$ cat config.mk
export PLATFORM = sky130hd
export DESIGN_NAME = wt_dcache
export DESIGN_NICKNAME = d
export VERILOG_FILES = /design/src/rtl/wt_dcache_pkg.sv /design/src/rtl/dc_tag_array.sv /design/src/rtl/dc_data_array.sv /design/src/rtl/wt_dcache.sv
export SDC_FILE = /design/constraint.sdc
export NUM_CORES = 2
export LEC_CHECK = 0
export ABC_AREA = 1
export BUFFER_PORTS_ARGS = -buffer_cell sky130_fd_sc_hd__clkbuf_2
export CAP_MARGIN = 5
export CORE_MARGIN = 2
export CORE_UTILIZATION = 49
export CTS_CLUSTER_DIAMETER = 150
export CTS_CLUSTER_SIZE = 20
export DETAILED_ROUTE_END_ITERATION = 7
export GPL_ROUTABILITY_DRIVEN = 0
export PLACE_DENSITY_LB_ADDON = 0.1
export SLEW_MARGIN = 20
export SYNTH_ARGS = -nofsm -noshare
export SYNTH_HDL_FRONTEND = slang
export SYNTH_SLANG_ARGS = --single-unit
$ cat constraint.sdc
create_clock -name clk -period 5 [get_ports clk]
set_input_delay 0.75 -clock clk [delete_from_list [all_inputs] [get_ports clk]]
set_output_delay 0.75 -clock clk [all_outputs]
set_load 0.005 [all_outputs]
$ cat src/rtl/wt_dcache_pkg.sv
package wt_dcache_pkg;
    typedef enum logic [1:0] {
        ST_IDLE  = 2'd0,
        ST_RDREQ = 2'd1,
        ST_FILL  = 2'd2,
        ST_RESP  = 2'd3
    } dc_state_e;
endpackage

$ cat src/rtl/dc_tag_array.sv
module dc_tag_array #(
    parameter int LINES = 16,
    parameter int TAGW  = 26,
    localparam int IDXW = $clog2(LINES)
) (
    input  logic            clk,
    input  logic            rst_n,
    input  logic [IDXW-1:0] rd_idx,
    output logic            rd_valid,
    output logic [TAGW-1:0] rd_tag,
    input  logic            set_en,
    input  logic [IDXW-1:0] set_idx,
    input  logic [TAGW-1:0] set_tag,
    input  logic            clr_en,
    input  logic [IDXW-1:0] clr_idx
);
    logic [LINES-1:0]      valid_vec;
    logic [LINES*TAGW-1:0] tag_flat;

    for (genvar g = 0; g < LINES; g++) begin : g_line
        logic            v_q;
        logic [TAGW-1:0] t_q;

        // clear wins over set when both name the same line
        always_ff @(posedge clk or negedge rst_n) begin
            if (!rst_n) begin
                v_q <= 1'b0;
            end else if (clr_en && clr_idx == IDXW'(g)) begin
                v_q <= 1'b0;
            end else if (set_en && set_idx == IDXW'(g)) begin
                v_q <= 1'b1;
            end
        end

        always_ff @(posedge clk) begin
            if (set_en && set_idx == IDXW'(g)) begin
                t_q <= set_tag;
            end
        end

        assign valid_vec[g]            = v_q;
        assign tag_flat[g*TAGW +: TAGW] = t_q;
    end

    assign rd_valid = valid_vec[rd_idx];
    assign rd_tag   = tag_flat[rd_idx*TAGW +: TAGW];
endmodule

$ cat src/rtl/dc_data_array.sv
module dc_data_array #(
    parameter int LINES = 16,
    parameter int WORDS = 4,
    parameter int DW    = 32,
    localparam int IDXW = $clog2(LINES),
    localparam int OFFW = $clog2(WORDS)
) (
    input  logic            clk,
    input  logic [IDXW-1:0] rd_idx,
    input  logic [OFFW-1:0] rd_off,
    output logic [DW-1:0]   rd_data,
    input  logic            wr_en,
    input  logic [IDXW-1:0] wr_idx,
    input  logic [OFFW-1:0] wr_off,
    input  logic [DW-1:0]   wr_data
);
    logic [DW-1:0] store_q [LINES*WORDS];

    always_ff @(posedge clk) begin
        if (wr_en) begin
            store_q[{wr_idx, wr_off}] <= wr_data;
        end
    end

    assign rd_data = store_q[{rd_idx, rd_off}];
endmodule

$ cat src/rtl/wt_dcache.sv
module wt_dcache
    import wt_dcache_pkg::*;
#(
    parameter int AW    = 32,
    parameter int DW    = 32,
    parameter int LINES = 16,
    parameter int WORDS = 4,
    parameter logic [AW-1:0] UNC_BASE = 32'hF000_0000,
    parameter logic [AW-1:0] UNC_MASK = 32'hF000_0000,
    localparam int IDXW = $clog2(LINES),
    localparam int OFFW = $clog2(WORDS),
    localparam int TAGW = AW - IDXW - OFFW
) (
    input  logic            clk,
    input  logic            rst_n,
    input  logic            cpu_req,
    input  logic            cpu_we,
    input  logic [AW-1:0]   cpu_addr,
    input  logic [DW-1:0]   cpu_wdata,
    output logic            cpu_ack,
    output logic [DW-1:0]   cpu_rdata,
    output logic            mem_rd_req,
    output logic            mem_rd_single,
    output logic [AW-1:0]   mem_rd_addr,
    input  logic            mem_rd_gnt,
    input  logic            mem_rd_valid,
    input  logic [DW-1:0]   mem_rd_data,
    output logic            wb_valid,
    output logic [AW-1:0]   wb_addr,
    output logic [DW-1:0]   wb_data,
    input  logic            wb_ready,
    input  logic            inv_valid,
    input  logic [IDXW-1:0] inv_index
);
    typedef struct packed {
        dc_state_e       st;
        logic [OFFW-1:0] cnt;      // next refill beat offset
        logic            inv_seen; // target line invalidated during refill
        logic            unc;      // current miss is an uncached access
        logic [DW-1:0]   word;     // word held for the response cycle
    } ctl_t;

    ctl_t c_q, c_d;

    logic [TAGW-1:0] a_tag;
    logic [IDXW-1:0] a_idx;
    logic [OFFW-1:0] a_off;
    logic            is_unc, hit, inv_same;
    logic            tv_valid;
    logic [TAGW-1:0] tv_tag;
    logic [DW-1:0]   arr_word;
    logic            set_en, dwe;
    logic [OFFW-1:0] dw_off;
    logic [DW-1:0]   dw_data;

    assign a_tag    = cpu_addr[AW-1 -: TAGW];
    assign a_idx    = cpu_addr[OFFW +: IDXW];
    assign a_off    = cpu_addr[OFFW-1:0];
    assign is_unc   = (cpu_addr & UNC_MASK) == UNC_BASE;
    assign hit      = tv_valid && (tv_tag == a_tag) && !is_unc;
    assign inv_same = inv_valid && (inv_index == a_idx);

    dc_tag_array #(.LINES(LINES), .TAGW(TAGW)) u_tags (
        .clk      (clk),
        .rst_n    (rst_n),
        .rd_idx   (a_idx),
        .rd_valid (tv_valid),
        .rd_tag   (tv_tag),
        .set_en   (set_en),
        .set_idx  (a_idx),
        .set_tag  (a_tag),
        .clr_en   (inv_valid),
        .clr_idx  (inv_index)
    );

    dc_data_array #(.LINES(LINES), .WORDS(WORDS), .DW(DW)) u_data (
        .clk     (clk),
        .rd_idx  (a_idx),
        .rd_off  (a_off),
        .rd_data (arr_word),
        .wr_en   (dwe),
        .wr_idx  (a_idx),
        .wr_off  (dw_off),
        .wr_data (dw_data)
    );

    always_comb begin
        c_d        = c_q;
        cpu_ack    = 1'b0;
        mem_rd_req = 1'b0;
        wb_valid   = 1'b0;
        set_en     = 1'b0;
        dwe        = 1'b0;
        dw_off     = a_off;
        dw_data    = cpu_wdata;
        unique case (c_q.st)
            ST_IDLE: begin
                if (cpu_req) begin
                    if (cpu_we) begin
                        wb_valid = 1'b1;
                        if (wb_ready) begin
                            cpu_ack = 1'b1;
                            dwe     = hit;
                        end
                    end else if (hit) begin
                        cpu_ack = 1'b1;
                    end else begin
                        c_d.st       = ST_RDREQ;
                        c_d.unc      = is_unc;
                        c_d.inv_seen = 1'b0;
                        c_d.cnt      = '0;
                    end
                end
            end
            ST_RDREQ: begin
                mem_rd_req = 1'b1;
                if (inv_same) c_d.inv_seen = 1'b1;
                if (mem_rd_gnt) c_d.st = ST_FILL;
            end
            ST_FILL: begin
                if (inv_same) c_d.inv_seen = 1'b1;
                if (mem_rd_valid) begin
                    c_d.cnt = c_q.cnt + 1'b1;
                    if (!c_q.unc) begin
                        dwe     = 1'b1;
                        dw_off  = c_q.cnt;
                        dw_data = mem_rd_data;
                    end
                    if (c_q.unc || c_q.cnt == a_off) c_d.word = mem_rd_data;
                    if (c_q.unc || c_q.cnt == OFFW'(WORDS-1)) begin
                        c_d.st = ST_RESP;
                        set_en = !c_q.unc && !c_q.inv_seen && !inv_same;
                    end
                end
            end
            ST_RESP: begin
                cpu_ack = 1'b1;
                c_d.st  = ST_IDLE;
            end
            default: c_d.st = ST_IDLE;
        endcase
    end

    always_ff @(posedge clk or negedge rst_n) begin
        if (!rst_n) c_q <= '0;
        else        c_q <= c_d;
    end

    assign cpu_rdata     = (c_q.st == ST_RESP) ? c_q.word : arr_word;
    assign mem_rd_single = c_q.unc;
    assign mem_rd_addr   = c_q.unc ? cpu_addr : {cpu_addr[AW-1:OFFW], {OFFW{1'b0}}};
    assign wb_addr       = cpu_addr;
    assign wb_data       = cpu_wdata;
endmodule

# ---- Word-level counts from Yosys, hierarchy flattened
# Memory sizes are Yosys's and may differ from the RTL's.
# Cells that the tools add are included.
# Widths: inputs -> output; s select.
dict set report word_totals {
  in_bits 108
  ramBits 2048
  wordCells 231
  output_inout_bits 132
  mem_count 1
  register_bits 470
}
# memory words word_bits rd rd_ports_with_merged_regs write_ports line
set memory_table {}
lappend memory_table {u_data.store_q 64 32 1 0 1 dc_data_array.sv:17} ;# logic [DW-1:0] store_q [LINES*WORDS];
dict set report op_classes {
  eq_ne 45
  multipliers 1
  muxes 72
  reduce_logical 70
  add_sub_neg 1
  order_cmp 1
  n_bitwise 2
  shift 1
}
# cell count
set ops {}
lappend ops {{$shiftx 416x10->26} 1}
lappend ops {{$mux 32} 4}
lappend ops {{$eq 4x4->1 const B} 17}
lappend ops {{$mux 1} 52}
lappend ops {{$logic_and 1x1->1} 37}
lappend ops {{$reduce_bool 2->1} 18}
lappend ops {{$eq 4x3->1 const B} 8}
lappend ops {{$eq 26x26->1} 1}
lappend ops {{$mux 6} 3}
lappend ops {{$eq 4x2->1 const B} 4}
lappend ops {{$mux 2} 6}
lappend ops {{$ne 2x2->1 const B} 6}
lappend ops {{$reduce_and 5->1} 2}
lappend ops {{$eq 4x1->1 const B} 2}
lappend ops {{$logic_not 4->1} 2}
lappend ops {{$mul 4x4->8 const B} 1}
lappend ops {{$pmux 2 s4} 1}
lappend ops {{$eq 2x2->1 const B} 3}
lappend ops {{$pmux 1 s2} 3}
lappend ops {{$reduce_and 6->1} 1}
lappend ops {{$lt 4x5->1 const B} 1}
lappend ops {{$bmux 1 s4} 1}
lappend ops {{$eq 4x4->1} 1}
lappend ops {{$logic_not 1->1} 4}
lappend ops {{other kinds (12)} 14}

# ---- Logic depth before layout (Yosys ltp)
dict set report logic_depth {
  depth_word 11
  ltp_mapped 21
  mapped_depth_nobuf 20
}

# ---- Cells and area by module
# Synthesis repeated with hierarchy kept, for this count alone.
dict set report unflattened {
  hier_cells 9196
  area_unflattened_um2 104939.4
}
# module seq_area_each_um2 n_inst cells_per_inst area_per_inst_um2
set modules_own_cells {}
lappend modules_own_cells {dc_data_array 61499.0 1 6737 82097.5}
lappend modules_own_cells {dc_tag_array 12892.4 1 1834 18805.5}
lappend modules_own_cells {wt_dcache 950.9 1 625 4036.4}

# ---- Worst setup path before layout
# OpenSTA, ideal clock, no wires.
dict set report synth_timing {
  path_kind {in2reg}
  startpoint {input port mem_rd_valid}
  endpoint {memory u_data.store_q[0][0] (data pin)}
  required_ps 4298
  cell_stages 6
  arrival_time_ps 3975
  setup_time_ps 702
  setup_slack_ps 323
  n_path_buf 2
  path_cell_list {nand2_1 inv_1 nand2_1 clkbuf_1 buf_1 o21ai_0}
}
dict set report synth_between {
  elab_chain_cells 2
}
# item line
set synth_rtl {}
lappend synth_rtl {{start, declared} wt_dcache.sv:26} ;# input logic mem_rd_valid,
lappend synth_rtl {{$mux 32} wt_dcache.sv:122} ;# if (mem_rd_valid) begin
lappend synth_rtl {{$mux 32} wt_dcache.sv:96} ;# unique case (c_q.st)
lappend synth_rtl {{via dw_data[0]} wt_dcache.sv:54} ;# logic [DW-1:0] dw_data;
lappend synth_rtl {{end, declared} dc_data_array.sv:17}
# The timed path passes the listed nets, and every way through them passes these cells.

# ---- Worst setup path after layout
dict set report layout_timing {
  startpoint {input port cpu_addr[1]}
  endpoint {output port cpu_rdata[29]}
}
dict set report layout_between {
  elab_chain_cells 2
}
# item line
set layout_rtl {}
lappend layout_rtl {{start, declared} wt_dcache.sv:18} ;# input logic [AW-1:0] cpu_addr,
lappend layout_rtl {{$mem_v2 64x32} -}
lappend layout_rtl {{$mux 32} wt_dcache.sv:149} ;# assign cpu_rdata = (c_q.st == ST_RESP) ? c_q.word : arr_word;
lappend layout_rtl {{end, declared} wt_dcache.sv:21} ;# output logic [DW-1:0] cpu_rdata,
# Every way passes these cells.

==> results.py <==
metrics = {
    "floorplanning": {
        "die_y_um": 457,
        "ios": 240,
        "fp-row-count": 166,
        "die_area_mm2": 0.208,
        "die_w_um": 457,
        "coreArea_mm2": 0.204,
        "start_util_pct": 49.1,
    },
    "routing": {
        "antenna_left": 0,
        "drt_iter0_markers": 8467,
        "post_drt_via_cell_ratio": 6.03,
        "first_pass_iters": 8,
        "wl_per_cell_um": 28.5,
        "vias": 66431,
        "remaining_drc_errors": 0,
        "wl_mm": 315,
    },
    "clocking": {
        "clk_pin_slew_worst_paths_ps": 80,
        "numCtsBuffers": 143,
        "ctsHoldBuffers": 0,
        "cts.path.max_buffers": 3,
        "clk_latency_ps": 830,
        "root_buffer": "clkbuf_16",
        "postCtsSetupBuffers": 0,
        "ctsResizeCount": 0,
        "cts_tree": "done",
        "cts_sinks": 2518,
        "htreeDepth": 4,
    },
    "timing": {
        "hold_viol_final": 0,
        "max_clock_freq_mhz": 212,
        "skew_ps": 32.4,
        "drv_slew": 0,
        "slew_headroom_pct": 22.4,
        "setup_viol": 0,
        "tns_ps": 0,
        "tightest_slew_ps": 1160,
        "period_needed_ps": 4730,
        "rsz0062_at_grt": "no",
        "finalCritPeriodShare_pct": 94.5,
    },
    "yosys": {
        "syn_area_per_cell_um2": 12.5,
        "yosysTopAreaCell": "edfxtp_1",
        "ys_seq_area_share_pct": 75.1,
        "synth.distinct_cells": 39,
        "ys_warn_count": 0,
        "syn_area_mm2": 0.100,
        "syn_inst": 8032,
        "ys_ff_latch": 2518,
        "syn_nets": 8145,
        "ys_top_cells_by_area": "edfxtp_1 (74%), nand2_1 (5.7%), o21ai_0 (5.6%), nor2_1 (4.7%), o22ai_1 (3.1%)",
        "yosys.area.top_type_share_pct": 73.7,
    },
    "global_route": {
        "overflow": 0,
        "grt_max_degree": 165,
        "antenna_found_initial": 8,
        "grt_pass1_vias": 62413,
        "grtUsageTotal_pct": 29.7,
        "grt_pass1_wl_mm": 450,
    },
    "worst_setup_path": {
        "path_class": "in -> out",
        "crit_top_cell": "buf_4",
        "rr_endpoint": "u_data.store_q[8][19]$_DFFE_PP_",
        "cpPeakStageDelay_ps": 510,
        "cp-startpoint": "cpu_addr[1]",
        "r2r_cells": 11,
        "setup.worst_path.start_class": "input port",
        "worst-path-max-fanout": 45,
        "cp-endpoint": "cpu_rdata[29]",
        "worstPathArrival_ps": 3980,
        "end_kind": "output pin",
        "crit_chain": "buf_8 > inv_8 > buf_12 > buf_4 > o21ai_0 > o22ai_1 > nand2_1 > a41oi_1 > a21oi_1 > a31oi_1 > buf_4 > clkbuf_2",
        "rr_startpoint": "c_q[36]$_DFFE_PN0P_",
        "r2r_slack_ps": 1260,
        "critPathRequiredTime_ps": 4250,
        "slowest_stage": "a41oi_1",
    },
    "placement": {
        "portBuffers": 239,
        "hpwl_mm": 199,
    },
    "power": {
        "power.density_mw_per_mm2": 378,
        "vdd_ir_drop_max_uv": 335,
        "leakagePower_nw": 37.9,
    },
    "finish": {
        "fin_nets": 8375,
        "final_cell_mix": "edfxtp_1 (2,464), nand2_1 (1,510), nor2_1 (1,184)",
        "fin_util_pct": 55.1,
        "drive_above_1_share_pct": 11.6,
        "area_growth_pct": 12.2,
        "final_common_cell": "edfxtp_1",
    },
    "worst_hold_path": {
        "min_path_type": "in -> reg",
    },
    "flow_run": {
        "cap_violations": 0,
    },
    "status": {
        "status": "finished, final reports clean",
    },
}
==> area by class of cell <==
type                       count  area, µm²
antenna                        4       10.0
clock inverter                 5       46.3
timing repair buffer         674       6470
multi-input combinational   4822      22900
inverter                     103        413
tap                         2688       3360
fill                       16732      91600
sequential                  2518      75300
clock buffer                 205       4000
==> layer usage <==
layer	GRT usage, %	part of all wire, %	vias up
li1	-	-	29333
met1	41.4	41	33575
met2	48.0	48	3064
met3	4.50	8.1	455
met4	10.0	3.6	4
met5	0	0.0083	-
==> worst min path at each step <==
stage	cells past startpoint	slack (ps)	startpoint	to
2_1_floorplan	0	450	rst_n	c_q[0]$_DFFE_PN0P_
3_3_place_gp	2	480	c_q[28]$_DFFE_PN0P_	c_q[28]$_DFFE_PN0P_
3_5_place_dp	2	480	c_q[8]$_DFFE_PN0P_	c_q[8]$_DFFE_PN0P_
4_1_cts	1	120	rst_n	u_tags.g_line[4].v_q$_DFFE_PN0P_
5_1_grt	3	230	mem_rd_data[14]	c_q[14]$_DFFE_PN0P_
6_report	3	250	mem_rd_data[20]	c_q[20]$_DFFE_PN0P_
==> through the flow <==
stage               hold WS (ps)  cells  instance area, µm²  total power, mW  setup WS [ps]
finish                       247  11019              113000             42.6            273
detailed placement           482  10799              108000             30.8            362
CTS                          115  11009              112000             42.7            359
global placement             476  10795              108000             30.7            347
floorplan                    454   8032              100000             27.6            323
global route                 233  11015              113000             43.8            285
==> sequential cells by signal (all words and copies together) (netlist names) <==
signal and cells:
c_q 37, mem_rd_single 1, u_data.store_q 2048, u_tags.g_line.t_q 416
u_tags.g_line.v_q 16
==> cells in the mapped netlist <==
cell type / instances
edfxtp_1: 2464
nand2_1: 1512
nor2_1: 1262
o21ai_0: 1132
o22ai_1: 502
clkbuf_1: 412
buf_4: 100
inv_1: 97
nand3_1: 91
a21oi_1: 80
dfrtp_1: 54
nand4_1: 50
buf_2: 46
a41oi_1: 42
a22o_1: 36
buf_1: 31
nor3_1: 18
a221oi_1: 16
a31oi_1: 15
nand2_4: 9
o21bai_1: 7
o22a_1: 7
o32a_1: 7
a211oi_1: 6
a22oi_1: 5
ha_1: 5
o21a_1: 5
clkinv_1: 3
inv_2: 3
o21ai_1: 3
nor2_2: 2
nor4_1: 2
xor2_1: 2
a41o_1: 1
nand2_2: 1
nor3b_1: 1
o2111ai_1: 1
or2_2: 1
xnor2_1: 1
==> worst max-delay path: cells and delay by family <==
family | cells | cell delay, ps
buffers and inverters | 6 | 1480
and+or+nand+nor | 1 | 140
AOI/OAI and AO/OA | 5 | 1490
==> where the power goes <==
part           switching (mW)  internal, mW  total (mW)
logic                    4.49          1.43        5.91
clock network            6.63          5.57        12.2
registers               0.127          24.3        24.5
total                    11.2          31.3        42.6
==> cell families (layout without fill, tap and decap cells) <==
group,after synthesis,in the layout,synth area share (%)
xor+xnor,3,3,0.0262
compound gates,1865,1865,10.4
flops,2518,2518,75.1
simple gates,2949,2949,11.4
fa+ha+maj,5,5,0.0623
other cells,0,4,0
buf+inv,692,987,3.02
Note: power is estimated with default switching activity, not from simulation.
